### src/rtl/sb_pkg.sv
package sb_pkg;

    localparam int N_TERMS = 8;

    localparam logic [4:0] FN_READ  = 5'd2;
    localparam logic [4:0] FN_CLEAR = 5'd11;
    localparam logic [4:0] FN_ARM   = 5'd17;

    localparam logic [3:0] SA_ARM     = 4'd5;
    localparam logic [3:0] SA_CLR_LTO = 4'd0;
    localparam logic [3:0] SA_CLR_ALL = 4'd15;
    localparam logic [3:0] SA_LTO_LO  = 4'd14;
    localparam logic [3:0] SA_LTO_HI  = 4'd15;

    typedef struct packed {
        logic rd;
        logic clr;
        logic arm;
    } cmd_dec_t;

endpackage

### src/rtl/sb_edge_det.sv
module sb_edge_det #(
    parameter int N = 9
) (
    input  logic         clk,
    input  logic         rst_n,
    input  logic [N-1:0] sig_in,
    output logic [N-1:0] rise
);

    typedef struct packed {
        logic [N-1:0] prev;
    } edge_st_t;

    edge_st_t st_d, st_q;

    always_comb begin
        st_d      = st_q;
        st_d.prev = sig_in;
        rise      = sig_in & ~st_q.prev;
    end

    always_ff @(posedge clk or negedge rst_n) begin
        if (!rst_n) st_q <= '0;
        else        st_q <= st_d;
    end

    // a rising edge cannot be reported in two consecutive cycles
    AST_SINGLE_RISE: assert property (@(posedge clk) disable iff (!rst_n)
        (|rise) |=> ((rise & $past(rise)) == '0));

endmodule

### src/rtl/sb_counter.sv
module sb_counter #(
    parameter int W = 16
) (
    input  logic         clk,
    input  logic         rst_n,
    input  logic         clr,
    input  logic         inc,
    output logic [W-1:0] cnt
);

    typedef struct packed {
        logic [W-1:0] cnt;
    } cnt_st_t;

    cnt_st_t st_d, st_q;

    always_comb begin
        st_d = st_q;
        if (clr)      st_d.cnt = '0;
        else if (inc) st_d.cnt = st_q.cnt + W'(1);
        cnt = st_q.cnt;
    end

    always_ff @(posedge clk or negedge rst_n) begin
        if (!rst_n) st_q <= '0;
        else        st_q <= st_d;
    end

    AST_CLEAR_WINS: assert property (@(posedge clk) disable iff (!rst_n)
        clr |=> (cnt == '0));
    AST_WRAP_STEP: assert property (@(posedge clk) disable iff (!rst_n)
        (inc && !clr) |=> (cnt == W'($past(cnt) + W'(1))));
    AST_IDLE_HOLD: assert property (@(posedge clk) disable iff (!rst_n)
        (!inc && !clr) |=> $stable(cnt));

endmodule

### src/rtl/sb_readout.sv
module sb_readout #(
    parameter int N_T    = 8,
    parameter int CNT_W  = 16,
    parameter int LTO_W  = 24,
    parameter int WORD_W = 16
) (
    input  logic               clk,
    input  logic               rst_n,
    input  logic               clr_hold,
    input  logic               rd_req,
    input  logic [3:0]         rd_sa,
    input  logic [N_T*CNT_W-1:0] term_cnt,
    input  logic [LTO_W-1:0]   lto_cnt,
    output logic               rd_valid,
    output logic [WORD_W-1:0]  rd_data
);

    localparam int HI_W = LTO_W - WORD_W;
    localparam logic [3:0] SA_LO = 4'd14;
    localparam logic [3:0] SA_HI = 4'd15;

    typedef struct packed {
        logic              valid;
        logic [WORD_W-1:0] data;
        logic [HI_W-1:0]   hold;
    } rd_st_t;

    rd_st_t st_d, st_q;
    logic              hit;
    logic [WORD_W-1:0] word;

    always_comb begin
        hit  = 1'b0;
        word = '0;
        for (int i = 0; i < N_T; i++) begin
            if (rd_sa == 4'(i)) begin
                hit  = 1'b1;
                word = WORD_W'(term_cnt[i*CNT_W +: CNT_W]);
            end
        end
        if (rd_sa == SA_LO) begin
            hit  = 1'b1;
            word = lto_cnt[WORD_W-1:0];
        end
        if (rd_sa == SA_HI) begin
            hit  = 1'b1;
            word = WORD_W'(st_q.hold);
        end

        st_d       = st_q;
        st_d.valid = rd_req && hit;
        st_d.data  = (rd_req && hit) ? word : '0;
        if (rd_req && rd_sa == SA_LO) st_d.hold = lto_cnt[LTO_W-1:WORD_W];
        if (clr_hold)                 st_d.hold = '0;

        rd_valid = st_q.valid;
        rd_data  = st_q.data;
    end

    always_ff @(posedge clk or negedge rst_n) begin
        if (!rst_n) st_q <= '0;
        else        st_q <= st_d;
    end

    AST_HI_ZERO: assert property (@(posedge clk) disable iff (!rst_n)
        (rd_req && rd_sa == SA_HI) |=> ((rd_data >> HI_W) == '0));
    AST_NO_STRAY_VALID: assert property (@(posedge clk) disable iff (!rst_n)
        (rd_req && rd_sa >= 4'd8 && rd_sa <= 4'd13) |=> !rd_valid);
    AST_READ_LATENCY: assert property (@(posedge clk) disable iff (!rst_n)
        (rd_req && rd_sa < 4'd8) |=> rd_valid);

endmodule

### src/rtl/scaler_bank.sv
module scaler_bank
    import sb_pkg::*;
#(
    parameter int CNT_W  = 16,
    parameter int LTO_W  = 24,
    parameter int WORD_W = 16
) (
    input  logic              clk,
    input  logic              rst_n,
    input  logic              crate_clr,
    input  logic              cmd_valid,
    input  logic [4:0]        cmd_func,
    input  logic [3:0]        cmd_sa,
    input  logic [7:0]        term_in,
    input  logic              lto_in,
    output logic              rd_valid,
    output logic [WORD_W-1:0] rd_data
);

    localparam int FLAT_W = N_TERMS * CNT_W;

    typedef struct packed {
        logic en;
    } ctrl_st_t;

    cmd_dec_t            dec;
    ctrl_st_t            ctrl_d, ctrl_q;
    logic [N_TERMS:0]    rise;
    logic [N_TERMS-1:0]  term_clr;
    logic [N_TERMS-1:0]  term_inc;
    logic [FLAT_W-1:0]   term_cnt;
    logic                lto_clr;
    logic                lto_inc;
    logic [LTO_W-1:0]    lto_cnt;

    always_comb begin
        dec.rd  = cmd_valid && (cmd_func == FN_READ);
        dec.clr = cmd_valid && (cmd_func == FN_CLEAR);
        dec.arm = cmd_valid && (cmd_func == FN_ARM) && (cmd_sa == SA_ARM);

        ctrl_d = ctrl_q;
        if (dec.arm)   ctrl_d.en = 1'b1;
        if (crate_clr) ctrl_d.en = 1'b0;

        lto_clr = crate_clr ||
                  (dec.clr && (cmd_sa == SA_CLR_LTO || cmd_sa == SA_CLR_ALL));
        lto_inc = ctrl_q.en && rise[N_TERMS];
    end

    always_ff @(posedge clk or negedge rst_n) begin
        if (!rst_n) ctrl_q <= '0;
        else        ctrl_q <= ctrl_d;
    end

    sb_edge_det #(.N(N_TERMS + 1)) u_edge (
        .clk    (clk),
        .rst_n  (rst_n),
        .sig_in ({lto_in, term_in}),
        .rise   (rise)
    );

    for (genvar g = 0; g < N_TERMS; g++) begin : g_term
        assign term_clr[g] = crate_clr ||
            (dec.clr && (cmd_sa == 4'(g + 1) || cmd_sa == SA_CLR_ALL));
        assign term_inc[g] = ctrl_q.en && rise[g];

        sb_counter #(.W(CNT_W)) u_cnt (
            .clk   (clk),
            .rst_n (rst_n),
            .clr   (term_clr[g]),
            .inc   (term_inc[g]),
            .cnt   (term_cnt[g*CNT_W +: CNT_W])
        );
    end

    sb_counter #(.W(LTO_W)) u_lto (
        .clk   (clk),
        .rst_n (rst_n),
        .clr   (lto_clr),
        .inc   (lto_inc),
        .cnt   (lto_cnt)
    );

    sb_readout #(
        .N_T    (N_TERMS),
        .CNT_W  (CNT_W),
        .LTO_W  (LTO_W),
        .WORD_W (WORD_W)
    ) u_rd (
        .clk      (clk),
        .rst_n    (rst_n),
        .clr_hold (crate_clr),
        .rd_req   (dec.rd),
        .rd_sa    (cmd_sa),
        .term_cnt (term_cnt),
        .lto_cnt  (lto_cnt),
        .rd_valid (rd_valid),
        .rd_data  (rd_data)
    );

    AST_DISARMED_HOLD: assert property (@(posedge clk) disable iff (!rst_n)
        (!ctrl_q.en && !lto_clr) |=> $stable(lto_cnt));
    AST_CRATE_CLEAR: assert property (@(posedge clk) disable iff (!rst_n)
        crate_clr |=> (!ctrl_q.en && lto_cnt == '0 && term_cnt == '0));
    AST_RESET_STATE: assert property (@(posedge clk)
        $rose(rst_n) |-> (lto_cnt == '0 && !rd_valid));

endmodule

### config.mk
export PLATFORM = sky130hd
export DESIGN_NAME = scaler_bank
export DESIGN_NICKNAME = d
export VERILOG_FILES = /design/src/rtl/sb_pkg.sv /design/src/rtl/sb_edge_det.sv /design/src/rtl/sb_counter.sv /design/src/rtl/sb_readout.sv /design/src/rtl/scaler_bank.sv
export SDC_FILE = /design/constraint.sdc
export NUM_CORES = 1
export LEC_CHECK = 0
export BUFFER_PORTS_ARGS = -buffer_cell sky130_fd_sc_hd__buf_2
export CORE_MARGIN = 2
export CORE_UTILIZATION = 45
export DETAILED_ROUTE_END_ITERATION = 7
export SYNTH_ARGS = -nofsm -noshare
export SYNTH_HDL_FRONTEND = slang
export SYNTH_SLANG_ARGS = --single-unit
### constraint.sdc
create_clock -name clk -period 2.1 [get_ports clk]
set_clock_uncertainty 0.1 [all_clocks]
set_input_delay 0.105 -clock clk [delete_from_list [all_inputs] [get_ports clk]]
set_output_delay 0.105 -clock clk [all_outputs]
set_load 0.03 [all_outputs]
==> results.cfg, run 1 <==
[setup_path]
cp_data_required_time_ns = 2.37
crit_slowest_cell = dfrtp_2
cp-startpoint = ctrl_q
crit_type = register to register
cp-endpoint = u_lto.cnt[23]
r2r_cells = 6
reg2reg_slack_ns = 0.16
r2r-end = u_lto.cnt[23]
crit_chain = buf_4 > nand3b_2 > nor4_4 > nand3_4 > or3_1 > a21oi_1
max_stage_delay_ns = 0.44
endpoint_kind = register
worstPathArrival_ns = 2.20
cp_max_fo = 8
rr_startpoint = ctrl_q
start_kind = register

[layout]
diodes = 0
postLayoutCoreUtil_pct = 52.2
synthToLayoutAreaGrowth_pct = 14.5
fin_cells = 1458
final_area_sq_mm = 0.0118
drive_gt1_share_pct = 14.3
layout.nets = 1191

[synth]
synth_cell_types = 65
yosysTopAreaCell = dfrtp_1
synth_nets = 1127
yosysWarningCount = 0
synthTopCellsByArea = dfrtp_1, nor2_1, xor2_1
synthCells = 1096
yosysSeqAreaShare_pct = 45.5
syn_avg_cell_area_sq_um = 9.39
synthArstFlopShare_pct = 100
syn_area_sq_mm = 0.0103
synth-seq-cells = 187
synth-main-ff-cell = dfrtp_1
synth_top_area_share_pct = 45.5
synth_edf_count = 0

[sta]
period_minus_slack_ns = 1.94
whs_ns = 0.0780
setup_viol = 0
layout_setup_ws_ns = 0.162
slew_viol_final = 0
rsz0062_at_grt = false
min_period_over_period_pct = 92.3
maxSlewHeadroom_pct = 60.4
tightest_slew_ns = 0.594
finalHoldViolations = 0
clock.fmax_ghz = 0.516
setup_tns_ns = 0

[pwr]
p_per_area_mw_per_mm2 = 653
power_mw = 7.70
irDropWorstVdd_mv = 0.389
leakage_nw = 5.29

[clocking]
cts_buffers = 17
cts_max_level = 4
clockRootBuffer = clkbuf_16
clk_latency_ns = 0.44
cts_tree = built
clk_pin_slew_ns = 0.07
clockBufferDepth = 2
cts.sinks = 187
cts_setup_buffers = 0

[placed_design]
dpl_worst_slack_ns = 0.0361
io_buffers = 38
place_hpwl_microns = 20500
dpl_cell_area_sq_mm = 0.0110
numPlacedInstances = 1414
place_congestion = 0.930

[detailed_routing]
drc = 0
ant_nets = 0
vias_per_cell = 5.65
firstDrtPassIters = 6
drtIter0Drc = 670
routed_wl_microns = 27700
wire_per_inst_microns = 19.0
vias = 8241

[die]
rows = 55
die_y_microns = 155
num_io_pins = 39
start_util_pct = 45.6
fp.dieW_microns = 155
coreArea_sq_mm = 0.0226
die_area_sq_mm = 0.0241

[global_routing]
grt_max_degree = 60
grt_pass1_wl_microns = 44200
antenna_found_initial = 0
grt_usage_pct = 23.8
overflow = 0
grt_pass1_vias = 7681

[hold_path]
min_path_type = input port to async pin

[run_status]
status = complete, no violations

[job]
max-cap-violations = 0
[worst max-delay path: cells and delay by family, from the launching register on]
kind | cells | cell delay, ns
and+or+nand+nor | 4 | 0.99
DFF | 1 | 0.44
buffers and inverters | 1 | 0.20
AOI/OAI and AO/OA | 1 | 0.15
[layout by cell type (no fill, tap or decap), drive strengths merged, types with 6 or more instances in the layout]
cell type / count
a2bb2oi: 8
a21o: 9
or3: 7
nand2: 109
nor4: 11
ha: 9
and3b: 7
mux2i: 23
o21ai: 26
nor3: 22
nand4: 36
nor2: 197
nand4b: 6
a311oi: 8
buf: 94
clkinv: 7
o22ai: 9
dfrtp: 187
and2: 6
dlygate4sd3: 12
a21oi: 43
clkbuf: 19
mux2: 16
nand3: 39
and3: 21
xnor2: 55
and4: 14
nand3b: 10
xor2: 82
inv: 16
[what timing repair did]
| item | CTS | global route |
|---|---|---|
| resized for setup | 0 | 1 |
| endpoints found under the setup margin | 0 | 4 |
| hold buffers | 12 | 0 |
| endpoints found under the hold margin | 177 | 0 |
[flip-flops by register name, indices dropped and copies added, names as in the netlist]
signal and cells:
u_rd.rd_valid 1, ctrl_q 1, u_rd.rd_data 16, u_lto.cnt 24, u_rd.st_q 8, u_edge.st_q 9, g_term.u_cnt.cnt 128
[worst min-delay path by stage]
stage                     startpoint  cells past startpoint                       to  slack, ns
after CTS                      rst_n                      2   g_term[2].u_cnt.cnt[0]       0.09
after global routing           rst_n                      2   g_term[0].u_cnt.cnt[4]       0.11
after global placement         rst_n                      1  g_term[0].u_cnt.cnt[13]      -0.02
final                          rst_n                      2   g_term[0].u_cnt.cnt[2]       0.08
after detailed placement       rst_n                      1  g_term[0].u_cnt.cnt[13]      -0.01
after floorplan                rst_n                      0                   ctrl_q      -0.29
[power breakdown]
group          switching, mW  internal (mW)
Sequential           0.00456           3.61
Clock                   1.47           2.15
Combinational          0.304          0.155
Total                   1.78           5.92
[cell usage after synthesis, drive strengths merged, types with 3 or more instances]
library cell / n
a21o: 9
a21oi: 43
a221oi: 5
a22o: 5
a22oi: 3
a2bb2oi: 8
a311oi: 8
a31o: 3
a31oi: 3
and2: 6
and3: 21
and3b: 7
and4: 14
buf: 41
clkbuf: 21
dfrtp: 187
ha: 9
inv: 14
mux2: 16
mux2i: 23
mux4: 4
nand2: 109
nand2b: 4
nand3: 39
nand3b: 10
nand4: 36
nand4b: 6
nor2: 197
nor2b: 5
nor3: 22
nor4: 11
o21ai: 26
o221a: 3
o221ai: 3
o22ai: 9
or3: 7
xnor2: 55
xor2: 82
[kinds of logic after synthesis]
family | synth area share (%)
AOI/OAI and AO/OA | 9.19
buffers and inverters | 3.80
DFF | 45.5
muxes | 4.86
adders and majority gates | 1.09
xor gates and xnor gates | 11.7
and+or+nand+nor | 23.9
[per-layer routing]
metal  share of wire [%]  routed length, microns  global-route usage, %
met5                   0                       0                      0
met4                 2.1                     578                   7.12
met3                 5.0                    1390                   3.23
met2                  43                   11900                   34.7
met1                  50                   13800                   36.9
[layout make-up]
class,instances,area [sq um]
sequential,187,4680
timing repair buffer,107,810
tap,285,357
fill,2051,10800
inverter,15,56.3
clock buffer,18,439
multi-input combinational,832,5220
clock inverter,14,216
No activity file was read; power rests on OpenSTA's default activity.
==> inputs of run 2 (changes only) <==
--- a/config.mk
+++ b/config.mk
@@ -6,9 +6,12 @@
 export NUM_CORES = 1
 export LEC_CHECK = 0
 export BUFFER_PORTS_ARGS = -buffer_cell sky130_fd_sc_hd__buf_2
+export CAP_MARGIN = 25
 export CORE_MARGIN = 2
-export CORE_UTILIZATION = 45
+export CORE_UTILIZATION = 63
 export DETAILED_ROUTE_END_ITERATION = 7
+export PLACE_DENSITY = 0.81
+export REMOVE_ABC_BUFFERS = 1
 export SYNTH_ARGS = -nofsm -noshare
 export SYNTH_HDL_FRONTEND = slang
 export SYNTH_SLANG_ARGS = --single-unit
==> run 2 against run 1 <==
Sequential power barely moved. Critical path type unchanged. Total power fell by 8.5%. Combinational power fell by 2%. First-iteration DRC count rose by 27%. Clock-buffer cell count rose by 6. Fmax fell by 2.2%. Design area fell by 2.6%. Critical endpoint is now g_term[2].u_cnt.cnt[13]. Utilization rose by 20 points. Flip-flop and latch count did not move. Largest power group is now sequential cells.
==> results.cfg, run 2 (synthesis gave the netlist of run 1 again) <==
[clocking]
post_cts_resized = 0
cts_buffers = 17
clk_pin_slew_ns = 0.07
clockRootBuffer = clkbuf_16
cts_setup_buffers = 0
clk_latency_ns = 0.43
cts_tree = built
cts_max_level = 4
postCtsHoldBufs = 13
clockBufferDepth = 2
cts.sinks = 187

[placed_design]
numPlacedInstances = 1327
place_hpwl_microns = 18600
dpl_cell_area_sq_mm = 0.0108
dpl_worst_slack_ns = 0.134
place_congestion = 1.01
io_buffers = 38

[job]
max-cap-violations = 0

[sta]
layout_setup_ws_ns = 0.118
setup_tns_ns = 0
slew_viol_final = 0
min_period_over_period_pct = 94.4
period_minus_slack_ns = 1.98
rsz0062_at_grt = false
whs_ns = 0.123
finalHoldViolations = 0
clock.fmax_ghz = 0.504
maxSlewHeadroom_pct = 62.1
tightest_slew_ns = 0.560
setup_viol = 0

[setup_path]
cp_num_buf_inv = 1
start_kind = register
endpoint_kind = register
crit_type = register to register
critical-path-top-delay-family = simple AND/OR/NAND/NOR gates
max_stage_delay_ns = 0.52
r2r_cells = 5
crit_slowest_cell = or3_1
cp_max_fo = 21
cp_num_cells = 5
cp_data_required_time_ns = 2.36
worstPathArrival_ns = 2.24
crit_chain = buf_12 > nand4b_1 > or3_1 > or3_2 > a21oi_1

[detailed_routing]
ant_nets = 0
firstDrtPassIters = 5
drtIter0Drc = 850
vias_per_cell = 6.08
routed_wl_microns = 26000
wire_per_inst_microns = 19.0
drc = 0
vias = 8341

[layout]
final_area_sq_mm = 0.0115
layout_common_cells = nor2_1, dfrtp_1, nand2_1
largest_register_ffs = 128
diodes = 0
synthToLayoutAreaGrowth_pct = 11.5
layout_commonest_cell = nor2_1
fin_cells = 1372
layout.nets = 1174
drive_gt1_share_pct = 12.5

[pwr]
leakage_nw = 5.13
p_per_area_mw_per_mm2 = 614
irDropWorstVdd_mv = 0.580

[global_routing]
overflow = 0
grt_pass1_vias = 8138
grt_max_degree = 65
grt_usage_pct = 31.1
antenna_found_initial = 0
grt_pass1_wl_microns = 42500

[die]
fp.dieW_microns = 132
die_y_microns = 132
num_io_pins = 39
coreArea_sq_mm = 0.0159
start_util_pct = 64.6
die_area_sq_mm = 0.0174
rows = 46

[hold_path]
min_path_type = input port to register
min_path_cells = 5

[run_status]
status = complete, no violations
-- run 2: cell count changes in the layout (fill, tap and decap cells not counted), sizes merged --
cell,change
bufinv,-5
inv,-1
clkinvlp,+4
dlygate4sd3,+1
buf,-18
clkbuf,+6
clkinv,-4
-- run 2: through the flow --
| stage | utilization (%) | total power [mW] |
|---|---|---|
| 2_1_floorplan | - | 3.84 |
| 3_3_place_gp | 67.8 | 4.11 |
| 3_5_place_dp | 67.8 | 4.11 |
| 4_1_cts | 72.0 | 7.07 |
| 5_1_grt | 72.0 | 7.27 |
| 6_report | 72.0 | 7.05 |
-- run 2: worst reg2reg max path: cells and delay by family (launching register included) --
family,cells,cell delay (ns)
AOI/OAI and AO/OA,1,0.15
DFF,1,0.37
and+or+nand+nor,3,1.11
buffers and inverters,1,0.19
-- run 2: report_power, final --
| group | total (mW) | switching, mW | internal (mW) |
|---|---|---|---|
| Combinational | 0.452 | 0.297 | 0.155 |
| Sequential | 3.61 | 0.00466 | 3.61 |
| Clock | 2.98 | 1.39 | 1.59 |
| Total | 7.05 | 1.70 | 5.35 |
-- run 2: routing by layer --
layer	GRT usage [%]	part of all wire, %	up-vias
met5	0	0	-
met4	12.5	3.5	0
met3	7.04	6.2	58
met2	50.8	49	289
met1	40.6	41	4097
li1	-	-	3897
-- run 2: path summary, 6_finish.rpt --
path | startpoint | endpoint | slack, ns
max in group asynchronous | rst_n | u_rd.st_q[6] | 1.10
worst max register to register | ctrl_q | g_term[2].u_cnt.cnt[13] | 0.12
worst min register to register | g_term[1].u_cnt.cnt[15] | g_term[1].u_cnt.cnt[15] | 0.46
worst min-delay path | cmd_func[0] | u_rd.rd_data[2] | 0.12
min in group asynchronous | rst_n | u_edge.st_q[7] | 0.15
worst max-delay path | ctrl_q | g_term[2].u_cnt.cnt[13] | 0.12
-- run 2: cell type report --
type | count | area (sq um)
Multi-Input combinational cell | 832 | 5220
Sequential cell | 187 | 4680
Fill cell | 1227 | 4470
Timing Repair Buffer | 90 | 709
Clock buffer | 24 | 472
Tap cell | 216 | 270
Clock inverter | 8 | 63.8
Inverter | 15 | 56.3
